**config.mk**
```make
export PLATFORM = sky130hd
export DESIGN_NAME = mdio_master
export DESIGN_NICKNAME = d
export VERILOG_FILES = /design/src/rtl/mdio_pkg.sv /design/src/rtl/mdio_tick.sv /design/src/rtl/mdio_rx.sv /design/src/rtl/mdio_master.sv
export SDC_FILE = /design/constraint.sdc
export NUM_CORES = 1
export LEC_CHECK = 0
export ABC_CLOCK_PERIOD_IN_PS = 1750
export CAP_MARGIN = 20
export CORE_MARGIN = 4
export CORE_UTILIZATION = 41
export CTS_CLUSTER_SIZE = 28
export DETAILED_ROUTE_END_ITERATION = 10
export PLACE_DENSITY = 0.77
export SYNTH_ARGS = -nofsm -noshare
export SYNTH_HDL_FRONTEND = slang
export SYNTH_HIERARCHICAL = 1
export SYNTH_SLANG_ARGS = --single-unit
```
**constraint.sdc**
```tcl
create_clock -name clk -period 1.75 [get_ports clk]
set_input_delay 0.35 -clock clk [delete_from_list [all_inputs] [get_ports clk]]
set_output_delay 0.35 -clock clk [all_outputs]
set_load 0.005 [all_outputs]
```
**src/rtl/mdio_pkg.sv**
```systemverilog
package mdio_pkg;
  localparam int ADDR_W    = 5;
  localparam int DATA_W    = 16;
  localparam int CMD_BITS  = 32;

  typedef enum logic [1:0] {ST_IDLE, ST_RUN, ST_TAIL, ST_DONE} mdio_st_e;

  // Serial word sent after the preamble, leftmost bit first.
  function automatic logic [CMD_BITS-1:0] cmd_word(
    input logic              rd,
    input logic [ADDR_W-1:0] phy,
    input logic [ADDR_W-1:0] rg,
    input logic [DATA_W-1:0] wd,
    input logic [1:0]        start_code,
    input logic [1:0]        op_rd,
    input logic [1:0]        op_wr);
    return {start_code, (rd ? op_rd : op_wr), phy, rg, 2'b10,
            (rd ? {DATA_W{1'b0}} : wd)};
  endfunction

  // Value driven in a given slot: ones in the preamble, command word after.
  function automatic logic slot_bit(
    input int unsigned           slot,
    input int unsigned           pre_len,
    input logic [CMD_BITS-1:0]   word);
    int unsigned k;
    if (slot < pre_len) return 1'b1;
    k = (CMD_BITS - 1) - (slot - pre_len);
    return word[k[4:0]];
  endfunction
endpackage

```
**src/rtl/mdio_tick.sv**
```systemverilog
module mdio_tick #(
  parameter int DIV = 4
) (
  input  logic clk,
  input  logic rst_n,
  input  logic run_i,
  output logic tick_o
);
  localparam int CW = (DIV > 1) ? $clog2(DIV) : 1;
  logic [CW-1:0] cnt_q;

  assign tick_o = run_i && (int'(cnt_q) == DIV - 1);

  always_ff @(posedge clk or negedge rst_n) begin
    if (!rst_n)      cnt_q <= '0;
    else if (!run_i) cnt_q <= '0;
    else if (tick_o) cnt_q <= '0;
    else             cnt_q <= cnt_q + CW'(1);
  end
endmodule

```
**src/rtl/mdio_rx.sv**
```systemverilog
module mdio_rx #(
  parameter int W = 17
) (
  input  logic         clk,
  input  logic         rst_n,
  input  logic         clr_i,
  input  logic         shift_i,
  input  logic         din_i,
  output logic [W-1:0] q_o
);
  always_ff @(posedge clk or negedge rst_n) begin
    if (!rst_n)       q_o <= '0;
    else if (clr_i)   q_o <= '0;
    else if (shift_i) q_o <= {q_o[W-2:0], din_i};
  end
endmodule

```
**src/rtl/mdio_master.sv**
```systemverilog
module mdio_master
  import mdio_pkg::*;
#(
  parameter int         DIV        = 4,
  parameter int         PRE_LEN    = 32,
  parameter logic [1:0] START_CODE = 2'b01,
  parameter logic [1:0] OP_RD_CODE = 2'b10,
  parameter logic [1:0] OP_WR_CODE = 2'b01
) (
  input  logic              clk,
  input  logic              rst_n,
  input  logic              req_i,
  input  logic              req_rd_i,
  input  logic [ADDR_W-1:0] req_phy_i,
  input  logic [ADDR_W-1:0] req_reg_i,
  input  logic [DATA_W-1:0] req_wdata_i,
  output logic              busy_o,
  output logic              done_o,
  output logic              err_o,
  output logic [DATA_W-1:0] rdata_o,
  output logic              mdc_o,
  output logic              mdio_o,
  output logic              mdio_oe_o,
  input  logic              mdio_i
);
  localparam int SLOTS     = PRE_LEN + CMD_BITS;
  localparam int SW        = $clog2(SLOTS);
  localparam int REL_SLOT  = PRE_LEN + 2 + 2 + 2 * ADDR_W;
  localparam int SAMP_SLOT = REL_SLOT + 1;

  mdio_st_e            state_q;
  logic [SW-1:0]       slot_q;
  logic                hi_q;
  logic                rd_q;
  logic [CMD_BITS-1:0] word_q;
  logic [DATA_W:0]     rx_q;

  // Named internal events
  logic in_frame, tick, accept, released, sample_now, last_slot_end, txn_is_read;

  assign in_frame      = (state_q == ST_RUN) || (state_q == ST_TAIL);
  assign accept        = (state_q == ST_IDLE) && req_i;
  assign released      = (state_q == ST_RUN) && rd_q && (int'(slot_q) >= REL_SLOT);
  assign sample_now    = (state_q == ST_RUN) && tick && !hi_q && rd_q
                         && (int'(slot_q) >= SAMP_SLOT);
  assign last_slot_end = (state_q == ST_RUN) && tick && hi_q && (int'(slot_q) == SLOTS - 1);
  assign txn_is_read   = rd_q;

  mdio_tick #(.DIV(DIV)) u_tick (
    .clk(clk), .rst_n(rst_n), .run_i(in_frame), .tick_o(tick));

  mdio_rx #(.W(DATA_W + 1)) u_rx (
    .clk(clk), .rst_n(rst_n), .clr_i(accept), .shift_i(sample_now),
    .din_i(mdio_i), .q_o(rx_q));

  always_ff @(posedge clk or negedge rst_n) begin
    if (!rst_n) begin
      state_q <= ST_IDLE;
      slot_q  <= '0;
      hi_q    <= 1'b0;
      rd_q    <= 1'b0;
      word_q  <= '0;
    end else begin
      unique case (state_q)
        ST_IDLE: if (req_i) begin
          state_q <= ST_RUN;
          slot_q  <= '0;
          hi_q    <= 1'b0;
          rd_q    <= req_rd_i;
          word_q  <= cmd_word(req_rd_i, req_phy_i, req_reg_i, req_wdata_i,
                              START_CODE, OP_RD_CODE, OP_WR_CODE);
        end
        ST_RUN: if (tick) begin
          hi_q <= !hi_q;
          if (last_slot_end)  state_q <= ST_TAIL;
          else if (hi_q)      slot_q  <= slot_q + SW'(1);
        end
        ST_TAIL: if (tick) state_q <= ST_DONE;
        ST_DONE: state_q <= ST_IDLE;
        default: state_q <= ST_IDLE;
      endcase
    end
  end

  assign busy_o    = (state_q != ST_IDLE);
  assign done_o    = (state_q == ST_DONE);
  assign mdc_o     = (state_q == ST_RUN) && hi_q;
  assign mdio_oe_o = !released;
  assign mdio_o    = released ? 1'b0 :
                     (state_q == ST_RUN) ? slot_bit(int'(slot_q), PRE_LEN, word_q) : 1'b1;
  assign err_o     = rd_q && rx_q[DATA_W];
  assign rdata_o   = err_o ? '0 : rx_q[DATA_W-1:0];
endmodule

```
# After elaboration in Yosys (flattened, before gate mapping)
# Index checks and enable logic that the tools add are counted.
[totals]
register_bits = 59
inputBits = 31
output_inout_bits = 22
wordCells = 76
[classes]
add_sub_neg = 4
order_cmp = 4
eq_ne = 11
mux = 27
reduce_logical = 23
[ops]
columns = ["operator", "n"]
rows = [
  ["2-to-1 mux 17 bit", 2],
  ["2-to-1 mux 16 bit", 2],
  ["2-to-1 mux 6 bit", 4],
  ["2-to-1 mux 2 bit", 7],
  [">= comparator 6 bit (second input constant)", 2],
  ["logical AND 1 bit", 12],
  ["inequality test 2 bit (second input constant)", 6],
  ["case mux 6 bit (2 select lines)", 1],
  ["2-to-1 mux 1 bit", 8],
  ["case mux 2 bit (4 select lines)", 1],
  ["adder 6 x 1 -> 6 bit (second input constant)", 1],
  ["== test 6 x 1 -> 1 bit (second input constant)", 1],
  ["< comparator 5 x 6 -> 1 bit (second input constant)", 1],
  ["< comparator 6 bit (second input constant)", 1],
  ["nonzero test 2 bit", 3],
  ["binary-select mux 1 bit (select 5 bit)", 1],
  ["AND reduction 5 bit", 1],
  ["subtractor 1 x 5 -> 5 bit (first input constant)", 1],
  ["subtractor 5 x 1 -> 5 bit (second input constant)", 1],
  ["== test 2 x 1 -> 1 bit (second input constant)", 2],
  ["== test 2 bit (second input constant)", 2],
  ["AND reduction 4 bit", 1],
  ["AND reduction 3 bit", 1],
  ["adder 2 x 1 -> 2 bit (second input constant)", 1],
  ["other kinds (5)", 6],
]

# Logic depth before layout (Yosys ltp)
# Gate-level depths: netlist of run 1.
[logic_depth]
word_depth = 9
mapped_depth = 9
mapped_depth_nobuf = 7

# Cells and area by module
# The synthesis of run 1 kept the hierarchy.
[modules_own_cells]
columns = ["mod", "n_inst", "cells_each", "area_per_inst_um2"]
rows = [
  ["mdio_master", 1, 222, 2220.9],
  ["mdio_rx", 1, 55, 699.4],
  ["mdio_tick", 1, 6, 91.3],
]

# Least setup slack after synthesis of run 1
# OpenSTA, ideal clock, no wires.
[synth_timing]
path_type = "reg2reg"
startpoint = "reg state_q[1]"
endpoint = "reg u_rx.q_o[10]"
setup_time_ps = 121
arrival_ps = 1778
required_ps = 1629
path_slack_ps = -150
stages_incl_launch_ff = 10
n_path_buf = 3
cell_sequence = "dfrtp_1 inv_1 ha_1 clkbuf_1 and3_1 o2111a_1 buf_6 buf_12 mux2i_1 nor2_1"
[synth_via]
elab_chain_len = 8
word_cells_on_any_way = 12
[synth_lines]
columns = ["item", "line_no", "source"]
rows = [
  ["start: declaration", "mdio_master.sv:31", "mdio_st_e state_q;"],
  ["start signal: assignment", "mdio_master.sv:58", "state_q <= ST_IDLE;"],
  ["start signal: assignment", "mdio_master.sv:66", "state_q <= ST_RUN;"],
  ["start signal: assignment", "mdio_master.sv:75", "if (last_slot_end) state_q <= ST_TAIL;"],
  ["== test 2 x 1 -> 1 bit / == test 2 bit (equally long branches)", "mdio_master.sv:41, mdio_master.sv:44", ""],
  ["logical OR 1 bit", "mdio_master.sv:41", "assign in_frame = (state_q == ST_RUN) || (state_q == ST_TAIL);"],
  ["logical AND 1 bit", "mdio_tick.sv:12", "assign tick_o = run_i && (int'(cnt_q) == DIV - 1);"],
  ["logical AND 1 bit * (3 in series)", "mdio_master.sv:44", "assign sample_now = (state_q == ST_RUN) && tick && !hi_q && rd_q"],
  ["logical AND 1 bit *", "mdio_master.sv:45", "&& (int'(slot_q) >= SAMP_SLOT);"],
  ["net sample_now", "mdio_master.sv:39", "logic in_frame, tick, accept, released, sample_now, last_slot_end, txn_is_read;"],
  ["nonzero test 2 bit (no source line) *", "n/a", ""],
  ["end signal: assignment", "mdio_rx.sv:14", "else if (shift_i) q_o <= {q_o[W-2:0], din_i};"],
  ["end: declaration", "mdio_rx.sv:9", "output logic [W-1:0] q_o"],
]
# The timed path passes the listed nets; every way through them passes the cells marked *.
# A chain may end at the register's enable or synchronous reset.

# Worst setup path after layout of run 1
[layout_timing]
startpoint = "reg slot_q[1]"
endpoint = "out mdio_o"
[layout_via]
elab_chain_len = 7
word_cells_on_any_way = 11
[layout_lines]
columns = ["item", "line_no", "source"]
rows = [
  ["start: declaration", "mdio_master.sv:32", "logic [SW-1:0] slot_q;"],
  ["start signal: assignment", "mdio_master.sv:76", "else if (hi_q) slot_q <= slot_q + SW'(1);"],
  ["subtractor 5 x 1 -> 5 bit", "mdio_pkg.sv:28", "k = (CMD_BITS - 1) - (slot - pre_len);"],
  ["subtractor 1 x 5 -> 5 bit", "mdio_pkg.sv:28", ""],
  ["binary-select mux 1 bit (select 5 bit)", "mdio_pkg.sv:29", "return word[k[4:0]];"],
  ["2-to-1 mux 1 bit (not written as such)", "mdio_pkg.sv:29", ""],
  ["2-to-1 mux 1 bit", "mdio_pkg.sv:28", ""],
  ["2-to-1 mux 1 bit", "mdio_master.sv:90", "(state_q == ST_RUN) ? slot_bit(int'(slot_q), PRE_LEN, word_q) : 1'b1;"],
  ["2-to-1 mux 1 bit *", "mdio_master.sv:89", "assign mdio_o = released ? 1'b0 :"],
  ["end: declaration", "mdio_master.sv:22", "output logic mdio_o,"],
]
# Every way passes the cells marked *; elsewhere a longest branch is shown, timed or not. The select of a mux whose other input is x is not followed.

==> summary.txt, run 1 <==
outcome - complete, but fails checks
failing checks - negative setup slack
top_reg_cell synth - dfrtp_1
share of post-route cells with drive strength above 1 - 40.6%
die area - 0.00878 sq mm
DR vias - 2503
first-pass GRT wire length - 12.8 mm
CTS tree - done
Final Max Slew Viols - 0
Crit path largest cell delay - 440 ps
TritonRoute pass-1 iters - 4
Hold Worst Slack - 453 ps
Reg clk slew, reported paths - 70 ps
clk sinks - 57
RR Startpoint - slot_q[1]
GRT Resource Usage Total - 18.8%
pin count of the biggest net entering global routing - 58
Total Wirelength - 7.48 mm
Fmax achieved - 443 MHz
nets - 430
synthesized area - 0.00301 sq mm
number of global-route vias before repair - 2649
worst slack, placed - -549 ps
Die X - 93.7 microns
final RePlAce weighted congestion - 0.799
CP Max Fanout - 5
synth top area cells - dfrtp_1 47%, mux2i_1 7.3%, mux2_2 4.5%
area of the multi-input gates - 0.00167 sq mm
Iter 0 DRT Violations - 135
row count - 30
setup ws final - -505 ps
critical path cell sequence - buf_6, buf_4, buf_6, o211a_1, o21ai_2, o2111a_1, buf_2
HP Start - u_tick/cnt_q[0]
fillers - 548
final period utilization - 129%
WP data required - 1400 ps
cell mode on critical path - buf_6
DPL Wire Length - 4.70 mm
wire per inst - 15.2 microns
met3 WL post-DR - 360 microns
Unique masters post-synth - 45
Worst slew margin - 71.4%
initial antenna violation count - 0
GRT overflow - 0
I/O Buffers - 52
Final Hold Fails - 0
Setup crit end kind - output pin
register area - 0.00143 sq mm
DR DRC count - 0
worst-margin pin slew - 428 ps
Cells after Synth - 283
core area - 0.00698 sq mm
Worst Skew - 8.31 ps
Yosys reg bits - 57
max-cap violations - 0
CP Launch Type - flop
antenna fix cells - 0
CP max stage cell - dfrtp_2
R2R setup slack - -350 ps
wl on met1 - 3.03 mm
Final setup viols - 30
sequential fraction of the synthesis area - 47.4%
uppermost routed layer - met4
ANT nets after route - 0
Synth top area share - 47.4%
most common cell in the netlist - dfrtp_1
ranking of synthesized cells by instance count - 57 x dfrtp_1, 26 x o21ai_0, 25 x nand2_1
Pleak - 2.00 nW
setup TNS - -7120 ps
CTS HTree Levels - 3
Clock Path Buffers - 2
syn_nets - 321
cell taking the most area after synthesis - dfrtp_1
I/O Pins - 53
PwrDens - 576 mW/mm^2
Crit Path Class - reg2out
CP startpoint - slot_q[1]
Worst Setup EP - mdio_o
ys async rst share - 100%
synth warn - 6
crit path DAT - 1900 ps
clock root cell - clkbuf_8
Pwr Total - 2.66 mW
RSZ-0062 raised after global routing - true
peak supply drop - 418 uV
syn avg cell area - 10.6 sq um
final core utilization - 66.1%
worst min path class - reg2reg
vias per inst - 5.08
Post-synth EDFFs - 0
Skew-Pair Late Insertion Delay - 340 ps
worst r2r path cells - 10
DR WL met2 - 3.91 mm
Initial Util - 43.1%
Final Critical Period - 2250 ps
worst reg2reg path endpoint - u_rx/q_o[2]
Die Y - 93.7 microns
number of buffers created by CTS - 9
Area growth syn-to-layout - 53.3%
[report_power, final]
part	switching (mW)	internal [mW]	leakage, nW
registers	0	1.32	0.695
clock network	0.536	0.691	0.0953
logic	0.0441	0.0740	1.20
[layer usage]
| layer | up-vias | global-route usage [%] |
|---|---|---|
| met5 | - | 0 |
| met4 | 0 | 7.10 |
| met3 | 17 | 5.29 |
| met2 | 67 | 32.3 |
| met1 | 1213 | 22.3 |
| li1 | 1206 | - |
[layout make-up]
class | count | area share (%)
Sequential cell | 57 | 30.9
Clock inverter | 5 | 1.19
Timing Repair Buffer | 116 | 25.0
Multi-Input combinational cell | 198 | 36.2
Clock buffer | 11 | 3.06
Tap cell | 96 | 2.60
Inverter | 10 | 0.975
[sequential cells by signal, summed over array words and instances, names as in the netlist]
register      flops
word_q           29
u_rx/q_o         17
slot_q            6
state_q           2
u_tick/cnt_q      2
hi_q              1
[what timing repair did]
action / CTS / global route
buffers inserted: 33 / 3
pin swaps: 21 / 10
hold endpoints to repair: 2 / 0
resized for setup: 134 / 31
setup endpoints to repair: 47 / 46
gates cloned: 3 / 0
hold buffers: 1 / 0
[worst min path at each step]
stage,slack [ps],depth (start not counted),endpoint
after CTS,460,1,u_tick/cnt_q[0]
final,450,1,u_tick/cnt_q[0]
after global placement,370,2,u_rx/q_o[6]
after floorplan,50,0,hi_q
after global routing,480,1,u_tick/cnt_q[0]
after detailed placement,370,2,u_rx/q_o[4]
[placed cells by master, fill, tap and decap left out, drive strengths merged, types with 7 or more instances in the layout]
master	netlist	final
o31ai	7	7
nand2b	18	18
mux2	14	14
ha	7	7
and2	18	18
dfrtp	57	57
buf	8	75
clkdlybuf4s50	0	29
clkbuf	10	20
nor2	22	22
nand2	25	25
o21ai	26	26
mux2i	22	22
inv	10	10
[stage by stage]
stage / instance area, sq um / std cells
after floorplan: 3030 / 283
after global placement: 3890 / 451
after detailed placement: 3890 / 451
after CTS: 4620 / 493
after global routing: 4620 / 493
final: 4620 / 493
[critical path, delay by kind of cell (launching register included)]
family	cells	cell delay, ps
buffers and inverters	4	530
flip-flops	1	440
AO/OA/AOI/OAI	3	600
[cells by family after synthesis]
| group | synth area share (%) |
|---|---|
| AOI/OAI and AO/OA | 10.5 |
| adders and majority gates | 2.91 |
| buffers and inverters | 5.19 |
| muxes | 16.5 |
| DFF | 47.4 |
| and+or+nand+nor | 17.5 |
No activity file was read; power rests on OpenSTA's default activity.
==> inputs of run 2 (changes only) <==
ABC_CLOCK_PERIOD_IN_PS = 1900   (was 1750)
CORE_MARGIN = unset   (was 4)
clock period = 1.9 ns   (was 1.75 ns; I/O delays follow)
==> summary.txt, run 2 (same netlist as run 1, synthesis figures left out) <==
max-cap violations - 0
failing checks - negative setup slack
share of post-route cells with drive strength above 1 - 32.1%
ANT nets after route - 0
RSZ-0062 raised after global routing - true
Worst slew margin - 70.2%
final period utilization - 121%
clock root cell - clkbuf_8
Total Wirelength - 6.78 mm
biggest regs - word_q x29, u_rx/q_o x17, slot_q x6
GRT overflow - 0
most common cell after layout, fill and taps aside - dfrtp_1
max reg flops - 29
worst min path class - in2async
DPL Wire Length - 4.46 mm
Final setup viols - 24
pin count of the biggest net entering global routing - 58
I/O Buffers - 52
WP data required - 1520 ps
Die Y - 87.7 microns
initial antenna violation count - 0
CP Max Fanout - 4
Pwr Total - 2.34 mW
TritonRoute pass-1 iters - 4
Initial Util - 43.4%
outcome - complete, but fails checks
number of global-route vias before repair - 2325
worst slack, placed - -435 ps
number of buffers created by CTS - 9
switch share - 23.7%
Final Hold Fails - 0
register share of total power - 51.8%
sw power - 0.556 mW
CP Launch Type - flop
wire per inst - 14.1 microns
most frequent cells in the layout - 54 x dfrtp_1, 35 x buf_4, 29 x clkdlybuf4s50_1
Reg clk slew, reported paths - 70 ps
GRT Resource Usage Total - 18.7%
placed cell count - 453
die area - 0.00769 sq mm
setup ws final - -396 ps
nets - 419
DR vias - 2374
Setup crit end kind - output pin
Area growth syn-to-layout - 46.3%
clk sinks - 57
Skew-Pair Late Insertion Delay - 330 ps
PwrDens - 532 mW/mm^2
Die X - 87.7 microns
fillers - 565
Worst Skew - 9.32 ps
antenna fix cells - 0
I/O Pins - 53
Clock Path Buffers - 2
crit path DAT - 1920 ps
Final Max Slew Viols - 0
P_int - 1.79 mW
Iter 0 DRT Violations - 77
non-filler instance count after layout - 482
Final Critical Period - 2300 ps
worst-margin pin slew - 445 ps
DR DRC count - 0
Crit Path Class - reg2out
Fmax achieved - 436 MHz
row count - 30
peak supply drop - 323 uV
Pleak - 1.84 nW
Clk pwr share - 43.7%
vias per inst - 4.93
Most flops, register - word_q
first-pass GRT wire length - 11.0 mm
CTS HTree Levels - 3
core area - 0.00694 sq mm
final RePlAce weighted congestion - 0.854
CTS tree - done
Hold Worst Slack - 28.2 ps
Gate power share - 4.5%
run 2: path summary, 6_finish.rpt:
kind                                         to             from  slack (ps)  cells after the start
worst min register to register  u_tick/cnt_q[0]  u_tick/cnt_q[0]         460                      1
worst max-delay path                     mdio_o        slot_q[1]        -400                      4
min in group clk                u_tick/cnt_q[0]  u_tick/cnt_q[0]         460                      1
worst min-delay path                u_rx/q_o[6]            rst_n          30                      2
max in group asynchronous             slot_q[1]            rst_n        1590                      2
worst max register to register      u_rx/q_o[3]       state_q[1]        -160                     10
run 2: power by group through the flow:
stage / combinational [mW] / sequential [mW] / clock [mW]
after floorplan: 0.0135 / 1.24 / 0
after global placement: 0.107 / 1.24 / 0
after detailed placement: 0.108 / 1.24 / 0
after CTS: 0.108 / 1.21 / 1.05
after global routing: 0.118 / 1.21 / 1.10
final: 0.105 / 1.21 / 1.02
run 2: timing repair:
action | CTS | global route
gates resized for setup | 61 | 37
setup buffers | 5 | 8
cloned | 1 | 1
pin swaps | 6 | 19
hold buffers | 0 | 0
endpoints found under the setup margin | 44 | 29
run 2: critical path, stage by stage, from the launching register on:
cell	delay (ps)
dfrtp_2	420
mux4_2	510
mux2_4	270
o2111a_1	260
buf_2	130
run 2: per-layer routing:
| metal | GRT usage [%] | vias up | wire length (microns) |
|---|---|---|---|
| met4 | 8.49 | 0 | 72 |
| met3 | 3.11 | 6 | 182 |
| met1 | 23.4 | 1150 | 2980 |
| met5 | 0 | - | 0 |
| li1 | - | 1177 | - |
| met2 | 31.8 | 41 | 3550 |
run 2: area by class of cell:
cell class,instances,area (sq um),share of cell area (%)
inverter,10,40.0,0.909
clock buffer,10,138,3.12
clock inverter,6,41.3,0.937
multi-input combinational,198,1610,36.6
sequential,57,1430,32.5
tap,96,120,2.73
timing repair buffer,105,1020,23.3
run 2: stage by stage:
| step | cell area (sq um) | utilization [%] | setup TNS (ps) |
|---|---|---|---|
| 6_report | 4410 | 63.4 | -2720 |
| 5_1_grt | 4410 | 63.4 | -4730 |
| 4_1_cts | 4200 | 60.5 | -572 |
| 3_5_place_dp | 3880 | 55.9 | -1700 |
| 3_3_place_gp | 3880 | 55.9 | -1140 |
| 2_1_floorplan | 3010 | - | 0 |
==> inputs of run 3 (changes only) <==
MAX_ROUTING_LAYER = met4   (was unset)
==> summary.txt, run 3 (same netlist as run 1, synthesis figures left out) <==
Gate power share - 4.7%
failing checks - negative setup slack
WP data required - 1520 ps
Worst Skew - 8.64 ps
register share of total power - 54.5%
GRT Resource Usage Total - 20.2%
worst slack, placed - -455 ps
vias per inst - 5.00
CTS HTree Levels - 3
non-filler instance count after layout - 479
row count - 30
Pleak - 1.83 nW
placed cell count - 455
biggest regs - word_q x29, u_rx/q_o x17, slot_q x6
Final Hold Fails - 0
Final Critical Period - 2320 ps
TritonRoute pass-1 iters - 4
RSZ-0062 raised after global routing - true
Skew-Pair Late Insertion Delay - 330 ps
Clock Path Buffers - 2
most common cell after layout, fill and taps aside - dfrtp_1
clock root cell - clkbuf_8
Final setup viols - 11
antenna fix cells - 0
GRT overflow - 0
Reg clk slew, reported paths - 60 ps
Area growth syn-to-layout - 44.5%
Crit Path Class - reg2out
first-pass GRT wire length - 11.3 mm
Initial Util - 43.4%
ANT nets after route - 0
DR vias - 2396
Die X - 87.7 microns
Most flops, register - word_q
core area - 0.00694 sq mm
number of global-route vias before repair - 2446
Clk pwr share - 40.8%
P_int - 1.73 mW
Hold Worst Slack - 35.2 ps
I/O Buffers - 52
outcome - complete, but fails checks
DPL Wire Length - 4.53 mm
CP Max Fanout - 3
worst-margin pin slew - 448 ps
CP Launch Type - flop
final RePlAce weighted congestion - 0.839
final period utilization - 122%
sw power - 0.497 mW
max-cap violations - 0
DR DRC count - 0
Total Wirelength - 6.86 mm
PwrDens - 512 mW/mm^2
Die Y - 87.7 microns
share of post-route cells with drive strength above 1 - 32.1%
pin count of the biggest net entering global routing - 58
most frequent cells in the layout - 56 x dfrtp_1, 36 x buf_4, 29 x clkdlybuf4s50_1
nets - 418
Fmax achieved - 431 MHz
Setup crit end kind - output pin
Worst slew margin - 70.0%
number of buffers created by CTS - 9
initial antenna violation count - 0
clk sinks - 57
fillers - 584
Final Max Slew Viols - 0
Iter 0 DRT Violations - 137
peak supply drop - 320 uV
wire per inst - 14.3 microns
crit path DAT - 1940 ps
worst min path class - in2async
max reg flops - 29
switch share - 22.3%
setup ws final - -421 ps
CTS tree - done
I/O Pins - 53
die area - 0.00769 sq mm
# hold bufs at CTS - 0
==> run 3: metrics by stage <==
| step | instance area [sq um] | utilization, % | setup TNS (ps) | total power, mW |
|---|---|---|---|---|
| 2_1_floorplan | 3010 | - | 0 | 1.25 |
| 3_3_place_gp | 3890 | 56.1 | -1040 | 1.34 |
| 3_5_place_dp | 3890 | 56.1 | -1740 | 1.34 |
| 6_report | 4350 | 62.7 | -607 | 2.23 |
| 5_1_grt | 4350 | 62.7 | -2160 | 2.32 |
| 4_1_cts | 4210 | 60.7 | -571 | 2.26 |
==> run 3: worst paths after layout <==
check,startpoint,to,slack (ps),depth (start not counted)
worst max register to register,state_q[1],u_rx/q_o[3],-40,9
worst max-delay path,slot_q[1],mdio_o,-420,4
worst min register to register,u_tick/cnt_q[0],u_tick/cnt_q[0],460,1
worst min-delay path,rst_n,u_rx/q_o[5],40,2
min in group clk,u_tick/cnt_q[0],u_tick/cnt_q[0],460,1
max in group asynchronous,rst_n,slot_q[0],1590,2
==> run 3: per-layer routing <==
metal	vias up	GRT usage, %	routed length (microns)	share of wire, %
li1	1180	-	-	-
met5	-	-	0	0
met4	0	10.7	144	2.1
met1	1143	24.4	3060	45
met2	61	31.7	3390	49
met3	12	4.05	268	3.9
==> run 3: critical path: stages (launching register included) <==
cell and delay (ps):
dfrtp_1 430, mux4_2 530, mux2_4 270, o2111a_1 270, buf_2 130
==> run 3: what timing repair did <==
action / CTS / global route
pin swaps: 6 / 13
setup endpoints to repair: 45 / 28
gates resized for setup: 64 / 33
gates cloned: 2 / 1
buffers inserted: 7 / 3
==> run 3: power by group through the flow <==
stage	Clock [mW]	Combinational [mW]	Sequential [mW]
finish	0.909	0.104	1.21
global route	0.987	0.117	1.21
CTS	0.939	0.108	1.21
detailed placement	0	0.107	1.24
global placement	0	0.107	1.24
floorplan	0	0.0135	1.24
==> run 3: cell type report <==
cell class | count | area [sq um] | share of cell area, %
Sequential cell | 57 | 1430 | 32.8
Clock inverter | 4 | 22.5 | 0.517
Tap cell | 96 | 120 | 2.76
Inverter | 10 | 42.5 | 0.977
Multi-Input combinational cell | 198 | 1620 | 37.2
Clock buffer | 10 | 128 | 2.93
Timing Repair Buffer | 104 | 993 | 22.8
